`src/rtl/xfer_pkg.sv`:
```
package xfer_pkg;
  localparam int ADDR_W = 32;
  localparam int NUM_EV = 3;

  typedef enum logic [3:0] {
    IDX_START  = 4'd0,
    IDX_STOP   = 4'd1,
    IDX_RXPTR  = 4'd2,
    IDX_TXPTR  = 4'd3,
    IDX_COUNT  = 4'd4,
    IDX_CFG    = 4'd5,
    IDX_EV_RX  = 4'd6,
    IDX_EV_TX  = 4'd7,
    IDX_EV_STP = 4'd8,
    IDX_IESET  = 4'd9,
    IDX_IECLR  = 4'd10
  } reg_idx_t;
endpackage

```
`src/rtl/xfer_walk.sv`:
```
module xfer_walk #(
  parameter int AW = 32,
  parameter int CW = 16
) (
  input  logic          clk,
  input  logic          rst,
  input  logic          load,
  input  logic          step,
  input  logic [AW-1:0] src_ptr,
  input  logic [CW-1:0] count,
  output logic [AW-1:0] addr_o,
  output logic          stb_o,
  output logic          upd_o
);
  logic [AW-1:0] work_ptr;
  logic [CW-1:0] idx;
  logic [CW:0]   idx_nx;

  assign idx_nx = {1'b0, idx} + 1'b1;

  always_ff @(posedge clk) begin
    if (rst) begin
      work_ptr <= '0;
      idx      <= '0;
      addr_o   <= '0;
      stb_o    <= 1'b0;
      upd_o    <= 1'b0;
    end else begin
      stb_o <= 1'b0;
      upd_o <= 1'b0;
      if (load) begin
        work_ptr <= src_ptr;
        idx      <= '0;
        upd_o    <= 1'b1;
      end else if (step) begin
        stb_o  <= 1'b1;
        addr_o <= work_ptr + (AW'(idx) << 2);
        if (idx_nx >= {1'b0, count}) begin
          idx      <= '0;
          work_ptr <= src_ptr;
          upd_o    <= 1'b1;
        end else begin
          idx <= idx_nx[CW-1:0];
        end
      end
    end
  end
endmodule

```
`src/rtl/xfer_regs.sv`:
```
module xfer_regs
  import xfer_pkg::*;
#(
  parameter int AW = 32,
  parameter int CW = 16
) (
  input  logic              clk,
  input  logic              rst,
  input  logic              reg_we,
  input  logic [3:0]        reg_addr,
  input  logic [31:0]       reg_wdata,
  output logic [31:0]       reg_rdata,
  input  logic [NUM_EV-1:0] ev_set,
  output logic              start_cmd,
  output logic              stop_cmd,
  output logic [AW-1:0]     rx_ptr,
  output logic [AW-1:0]     tx_ptr,
  output logic [CW-1:0]     count,
  output logic [1:0]        cfg_en,
  output logic [NUM_EV-1:0] ev_flags,
  output logic              irq_o
);
  logic [NUM_EV-1:0] ie;

  assign start_cmd = reg_we && (reg_addr == IDX_START);
  assign stop_cmd  = reg_we && (reg_addr == IDX_STOP);

  always_ff @(posedge clk) begin
    if (rst) begin
      rx_ptr <= '0;
      tx_ptr <= '0;
      count  <= '0;
      cfg_en <= '0;
      ie     <= '0;
    end else if (reg_we) begin
      case (reg_addr)
        IDX_RXPTR: rx_ptr <= reg_wdata[AW-1:0];
        IDX_TXPTR: tx_ptr <= reg_wdata[AW-1:0];
        IDX_COUNT: count  <= reg_wdata[CW-1:0];
        IDX_CFG:   cfg_en <= reg_wdata[1:0];
        IDX_IESET: ie     <= ie | reg_wdata[NUM_EV-1:0];
        IDX_IECLR: ie     <= ie & ~reg_wdata[NUM_EV-1:0];
        default:   ;
      endcase
    end
  end

  for (genvar e = 0; e < NUM_EV; e++) begin : g_ev
    localparam logic [3:0] EV_IDX = 4'(IDX_EV_RX) + 4'(e);
    always_ff @(posedge clk) begin
      if (rst)
        ev_flags[e] <= 1'b0;
      else if (ev_set[e])
        ev_flags[e] <= 1'b1;
      else if (reg_we && reg_addr == EV_IDX && reg_wdata == '0)
        ev_flags[e] <= 1'b0;
    end
  end

  always_ff @(posedge clk) begin
    if (rst) begin
      reg_rdata <= '0;
      irq_o     <= 1'b0;
    end else begin
      irq_o <= |(ev_flags & ie);
      case (reg_addr)
        IDX_RXPTR:            reg_rdata <= 32'(rx_ptr);
        IDX_TXPTR:            reg_rdata <= 32'(tx_ptr);
        IDX_COUNT:            reg_rdata <= 32'(count);
        IDX_CFG:              reg_rdata <= 32'(cfg_en);
        IDX_EV_RX:            reg_rdata <= 32'(ev_flags[0]);
        IDX_EV_TX:            reg_rdata <= 32'(ev_flags[1]);
        IDX_EV_STP:           reg_rdata <= 32'(ev_flags[2]);
        IDX_IESET, IDX_IECLR: reg_rdata <= 32'(ie);
        default:              reg_rdata <= '0;
      endcase
    end
  end
endmodule

```
`src/rtl/xfer_seq.sv`:
```
module xfer_seq
  import xfer_pkg::*;
#(
  parameter int CW = 16
) (
  input  logic              clk,
  input  logic              rst,
  input  logic              reg_we,
  input  logic [3:0]        reg_addr,
  input  logic [31:0]       reg_wdata,
  output logic [31:0]       reg_rdata,
  input  logic              slot_tick,
  output logic              rx_stb_o,
  output logic [ADDR_W-1:0] rx_addr_o,
  output logic              tx_stb_o,
  output logic [ADDR_W-1:0] tx_addr_o,
  output logic              irq_o
);
  localparam int NDIR = 2;

  logic              start_cmd, stop_cmd;
  logic [ADDR_W-1:0] rx_ptr, tx_ptr;
  logic [CW-1:0]     count;
  logic [1:0]        cfg_en;
  logic [NUM_EV-1:0] ev_flags;
  logic              running, stop_pend, stopped_pulse;
  logic              do_start, end_tick;

  logic [ADDR_W-1:0] ptr_d  [NDIR];
  logic [ADDR_W-1:0] addr_d [NDIR];
  logic [NDIR-1:0]   stb_d, upd_d;

  assign do_start = start_cmd && !running && (count != '0);
  assign end_tick = running && stop_pend && slot_tick;
  assign ptr_d[0] = rx_ptr;
  assign ptr_d[1] = tx_ptr;

  xfer_regs #(.AW(ADDR_W), .CW(CW)) u_regs (
    .clk(clk), .rst(rst), .reg_we(reg_we), .reg_addr(reg_addr),
    .reg_wdata(reg_wdata), .reg_rdata(reg_rdata),
    .ev_set({stopped_pulse, upd_d}), .start_cmd(start_cmd),
    .stop_cmd(stop_cmd), .rx_ptr(rx_ptr), .tx_ptr(tx_ptr), .count(count),
    .cfg_en(cfg_en), .ev_flags(ev_flags), .irq_o(irq_o)
  );

  always_ff @(posedge clk) begin
    if (rst) begin
      running       <= 1'b0;
      stop_pend     <= 1'b0;
      stopped_pulse <= 1'b0;
    end else begin
      stopped_pulse <= 1'b0;
      if (do_start) begin
        running   <= 1'b1;
        stop_pend <= 1'b0;
      end else if (end_tick) begin
        running       <= 1'b0;
        stop_pend     <= 1'b0;
        stopped_pulse <= 1'b1;
      end else if (stop_cmd) begin
        if (running) stop_pend     <= 1'b1;
        else         stopped_pulse <= 1'b1;
      end
    end
  end

  for (genvar d = 0; d < NDIR; d++) begin : g_dir
    xfer_walk #(.AW(ADDR_W), .CW(CW)) u_walk (
      .clk(clk), .rst(rst),
      .load(do_start && cfg_en[d]),
      .step(running && !stop_pend && slot_tick && cfg_en[d]),
      .src_ptr(ptr_d[d]), .count(count),
      .addr_o(addr_d[d]), .stb_o(stb_d[d]), .upd_o(upd_d[d])
    );
  end

  assign rx_stb_o  = stb_d[0];
  assign rx_addr_o = addr_d[0];
  assign tx_stb_o  = stb_d[1];
  assign tx_addr_o = addr_d[1];
endmodule

```
`config.mk`:
```
export PLATFORM = sky130hd
export DESIGN_NAME = xfer_seq
export DESIGN_NICKNAME = d
export VERILOG_FILES = /design/src/rtl/xfer_pkg.sv /design/src/rtl/xfer_walk.sv /design/src/rtl/xfer_regs.sv /design/src/rtl/xfer_seq.sv
export SDC_FILE = /design/constraint.sdc
export NUM_CORES = 1
export LEC_CHECK = 0
export CAP_MARGIN = 10
export CORE_ASPECT_RATIO = 0.9
export CORE_UTILIZATION = 45
export DETAILED_ROUTE_END_ITERATION = 16
export PLACE_DENSITY = 0.68
export SLEW_MARGIN = 20
export SYNTH_ARGS = -nofsm -noshare
export SYNTH_HDL_FRONTEND = slang
export SYNTH_SLANG_ARGS = --single-unit
```
`constraint.sdc`:
```
create_clock -name clk -period 3.8 [get_ports clk]
set_input_delay 0.76 -clock clk [delete_from_list [all_inputs] [get_ports clk]]
set_output_delay 0.76 -clock clk [all_outputs]
set_load 0.01 [all_outputs]
```
# After elaboration in Yosys (flattened, before gate mapping)
# Cells that the tools add are included.
# word_totals
reg_bits	288
inputBits	40
output_inout_bits	99
elab_cells	122
# op_classes
n_addsub	4
order_cmp	2
eq_ne	10
n_mux	29
n_bitwise	6
reduce_logical	48
# op_table
op	n
one-hot mux 32 bit (8 select lines)	1
two-way mux 32 bit	6
adder 32 x 18 -> 32 bit	2
adder 16 x 1 -> 17 bit, second input constant	2
>= comparator 17 x 16 -> 1 bit	2
zero test 32 bit	1
two-way mux 16 bit	2
AND reduction 2 bit	10
two-way mux 1 bit	19
logical AND 1 bit	18
nonzero test 2 bit	9
== test 4 x 3 -> 1 bit, second input constant	4
nonzero test 16 bit	1
== test 4 bit, second input constant	3
== test 4 x 2 -> 1 bit, second input constant	2
OR reduction 2 bit	4
AND 3 bit	2
one-hot mux 3 bit (2 select lines)	1
OR reduction 3 bit	2
== test 4 x 1 -> 1 bit, second input constant	1
zero test 4 bit	1
inverter 3 bit	1
bitwise OR 3 bit	1
zero test 1 bit	2
inverter 1 bit	2

# Longest topological paths before layout
# logic_depth
depth_word	7
ltp_mapped	16
depth_no_buf	14

# Cells and area by module
# Synthesis repeated with hierarchy kept, for this count alone.
# unflattened
cells_unflattened	1865
hier_area_um2	15074.5
# modules_own_cells
mod	n_inst	cells_each	area_each_um2	seq_area_each_um2
xfer_walk (g_dir[0].u_walk)	1	731	5570.3	1641.6
xfer_walk (g_dir[1].u_walk)	1	556	4727.0	1641.6
xfer_regs	1	556	4548.1	2422.3
xfer_seq	1	22	229.0	60.1

# Worst setup path before layout
# OpenSTA, ideal clock, no wires.
# synth_timing
path_type	flip-flop to flip-flop
startpoint	register g_dir[1].u_walk.idx[0]
endpoint	register g_dir[1].u_walk.work_ptr[10]
setup_ns	0.128
arrival_ns	3.442
t_required_ns	3.672
setup_slack_ns	0.231
path_stages_with_launch	16
n_path_buf	1
path_cell_list	dfxtp_1 -> ha_1 -> and3_1 -> nand3_1 -> nor2b_1 -> and3_1 -> xor2_1 -> ha_1 -> nand2_1 -> a2bb2oi_1 -> a21oi_1 -> o41a_1 -> a221oi_4 -> buf_6 -> mux2i_1 -> nor2_1
# synth_via
elab_chain_cells	4
# synth_rtl
element	line	source
start, declared	xfer_walk.sv:16	logic [CW-1:0] idx;
start signal, assigned	xfer_walk.sv:43	idx <= idx_nx[CW-1:0];
adder 16 x 1 -> 17 bit	xfer_walk.sv:19	assign idx_nx = {1'b0, idx} + 1'b1;
>= comparator 17 x 16 -> 1 bit	xfer_walk.sv:38	if (idx_nx >= {1'b0, count}) begin
nonzero test 2 bit (no source line)	-	
AND reduction 2 bit (no source line)	-	
end signal, assigned	xfer_walk.sv:32	work_ptr <= src_ptr;
end signal, assigned	xfer_walk.sv:40	work_ptr <= src_ptr;
end, declared	xfer_walk.sv:15	logic [AW-1:0] work_ptr;
# No other way between the ends.
# A chain may end at the register's enable or synchronous reset.

# Final worst setup path
# layout_timing
startpoint	register g_dir[1].u_walk.idx[0]
endpoint	register g_dir[1].u_walk.work_ptr[26]
# The elaborated chain is that of the path after synthesis.

==> summary.txt <==
Run status
  – Status: finished clean

GRT
  – Grt ovf: 0
  – Tot GR Track Use: 25.1%
  – Global-route wire length before repair: 64000 um
  – Antenna violations before repair: 1
  – Vias in the first global route: 11700
  – Largest net degree at the start of global routing: 62

Placed design
  – Port bufs: 138
  – Placement Cell Area: 15800 um2
  – DP Wirelength: 29500 um
  – Final GP Congestion: 0.916
  – Cells after DPL: 2142
  – Pre-CTS setup slack: 0.120 ns

Routing
  – Vias/cell: 5.78
  – Routed via count: 12700
  – Routed wire length: 41000 um
  – First drt pass iteration count: 8
  – WL per Instance: 18.7 um
  – Initial DRC count: 1162
  – Post-route DRC: 0
  – Antenna Violating Nets Remaining: 0

CTS
  – Root cell of the clock tree: clkbuf_16
  – Hold Buf Count CTS: 0
  – Clock Sinks: 288
  – Clock buffer depth: 3
  – CTS H-Tree Depth: 1
  – Clock Latency Late Sink: 0.59 ns
  – Clk slew on worst S/H paths: 0.06 ns
  – Cts bufs inserted: 30
  – TritonCTS clock tree: yes

Synth
  – EDFF count, synth: 0
  – Synth unique cells: 73
  – Synth top area share: 41.6%
  – Syn. warnings: 0
  – Synthesized Nets: 1747
  – Leading area contributor after synthesis: dfxtp_1
  – Asr flop ratio synth: 0%
  – Cell area after synthesis: 13900 um2
  – Main synth FF type: dfxtp_1
  – Yosys reg bits: 288
  – Area contributors post-synth: dfxtp_1 (42%), nand2_1 (7.2%), ha_1 (6.0%)
  – Register area share after synthesis: 41.6%
  – Syn Inst Count: 1639
  – Syn Area/Cell: 8.45 um2

STA
  – Worst Tran Pin Value: 0.963 ns
  – Clock skew: 0.0211 ns
  – RSZ-0062 raised after global routing: no
  – Final-report setup violation count: 0
  – Sum Neg Setup Slack: 0 ns
  – Minimum clock period: 3.58 ns
  – F_max: 279 MHz
  – Max_slew headroom: 35.4%
  – Final Max Tran Viols: 0
  – PnR worst setup slack: 0.217 ns
  – Final hold slack: 0.445 ns
  – Final Cycle Share: 94.3%
  – Final Hold Fails: 0

Final layout
  – Commonest non-fill, non-tap cell in the layout: dfxtp_1
  – Area Overhead vs Synth: 22.0%
  – Fraction of layout cells with a size suffix above 1: 7.30%
  – Sequential cell area: 5770 um2
  – Fin area: 16900 um2
  – Final nets: 1881
  – Footprint of the multi-input gates: 7640 um2
  – Fillers: 2680
  – Most frequent cells in the layout: dfxtp_1 (288), nand2_1 (264), nor2_1 (176)
  – Fin cells: 2198

Floorplan
  – Chip Width: 187 um
  – # IOs: 139
  – Core Region: 30100 um2
  – Die H: 168 um
  – Die area: 31500 um2
  – Starting density of the core: 46.0%
  – Site Rows: 60

Power and ir drop
  – Worst-case vdd ir drop: 0.359 mV
  – Power density cells: 376 nW/um2
  – Pleak: 6.46 nW

Hold path
  – WHS Path Cells: 2
  – Worst Hold Class: reg2reg

Critical path
  – Crit end category: flop
  – CP Max Fanout: 12
  – Critical path class: reg2reg
  – Worst Path Arrival: 4.02 ns
  – Worst reg2reg path depth: 16
  – Worst Setup Start Kind: flop
  – CP Data Required Time: 4.24 ns

Job
  – Max_cap viols: 0
registers in the layout, summed over array words and instances (netlist names), named ones only:
signal	cells
u_regs.cfg_en	2
g_dir.u_walk.upd_o	2
u_regs.reg_rdata	32
g_dir.u_walk.stb_o	2
u_regs.ev_flags	3
running	1
g_dir.u_walk.work_ptr	64
stop_pend	1
u_regs.count	16
g_dir.u_walk.idx	32
u_regs.irq_o	1
u_regs.tx_ptr	32
stopped_pulse	1
u_regs.rx_ptr	32
g_dir.u_walk.addr_o	64
worst max-delay path, stage by stage, from the launching register on:
cell,delay (ns)
dfxtp_1,0.34
ha_1,0.17
and3_1,0.18
nand3_1,0.15
nor2b_4,0.19
and3_4,0.21
xor2_2,0.16
ha_1,0.27
nand2_1,0.12
a2bb2oi_1,0.19
a21oi_1,0.09
o41a_1,0.45
a221oi_4,0.33
buf_6,0.17
buf_12,0.15
mux2i_1,0.20
nor2_1,0.07
synth_stat cells (all sizes together), types with 6 or more instances:
cell type	n
nand4	16
nor4	23
xor2	19
buf	19
nor2b	12
or3	7
nor2	179
nand3	46
xnor2	46
a222oi	16
o21ai	51
a22oi	29
a2111oi	7
nor3	32
and4	6
a22o	13
o31ai	7
clkbuf	69
a21o	16
nor4b	6
and2	7
and3	25
ha	66
mux2i	69
o21a	9
inv	33
a211oi	29
nor3b	7
nand2	264
a31oi	14
a21oi	150
dfxtp	288
nand2b	8
per-layer routing:
layer  share of wire (%)  GRT usage, %  routed length (um)
met1                  45          34.8               18400
met2                  45          40.4               18600
met3                 6.9          3.44                2830
met4                 3.0          8.30                1240
met5                   0             0                   0
report_power, final:
| part | total [mW] | internal, mW | switching [mW] |
|---|---|---|---|
| Combinational | 0.253 | 0.0869 | 0.166 |
| Sequential | 3.05 | 3.03 | 0.0140 |
| Clock | 3.05 | 1.80 | 1.25 |
stage by stage:
step | total power [mW] | util (%)
floorplan | 3.23 | -
global placement | 3.35 | 52.5
detailed placement | 3.36 | 52.5
CTS | 6.38 | 55.9
global route | 6.52 | 56.1
finish | 6.35 | 56.1
area by class of cell:
cell class	count	share of cell area, %
Tap cell	403	2.98
Antenna cell	1	0.0148
Clock inverter	12	1.10
Multi-Input combinational cell	1230	45.2
Timing Repair Buffer	190	10.9
Sequential cell	288	34.1
Clock buffer	41	4.92
Inverter	33	0.733
path summary, 6_finish.rpt:
check / from / endpoint / slack [ns]
min reg2reg: g_dir[1].u_walk.upd_o / u_regs.ev_flags[1] / 0.44
max: g_dir[1].u_walk.idx[0] / g_dir[1].u_walk.work_ptr[26] / 0.22
max reg2reg: g_dir[1].u_walk.idx[0] / g_dir[1].u_walk.work_ptr[26] / 0.22
min: g_dir[1].u_walk.upd_o / u_regs.ev_flags[1] / 0.44
cell families (layout without fill, tap and decap cells):
group | after synthesis | after routing | share of synthesized area [%]
XOR/XNOR | 65 | 65 | 4.11
adder cells (fa/ha/maj) | 68 | 68 | 6.25
other | 0 | 1 | 0
multiplexers | 69 | 69 | 4.99
AND/OR/NAND/NOR | 649 | 649 | 21.3
flip-flops | 288 | 288 | 41.6
buffers and inverters | 121 | 276 | 3.69
AO/OA/AOI/OAI | 379 | 379 | 18.1
what timing repair did:
item	in CTS	in global routing
endpoints found under the setup margin	0	76
gates resized for setup	0	9
setup buffers	0	1
Note: power is estimated with default switching activity, not from simulation.
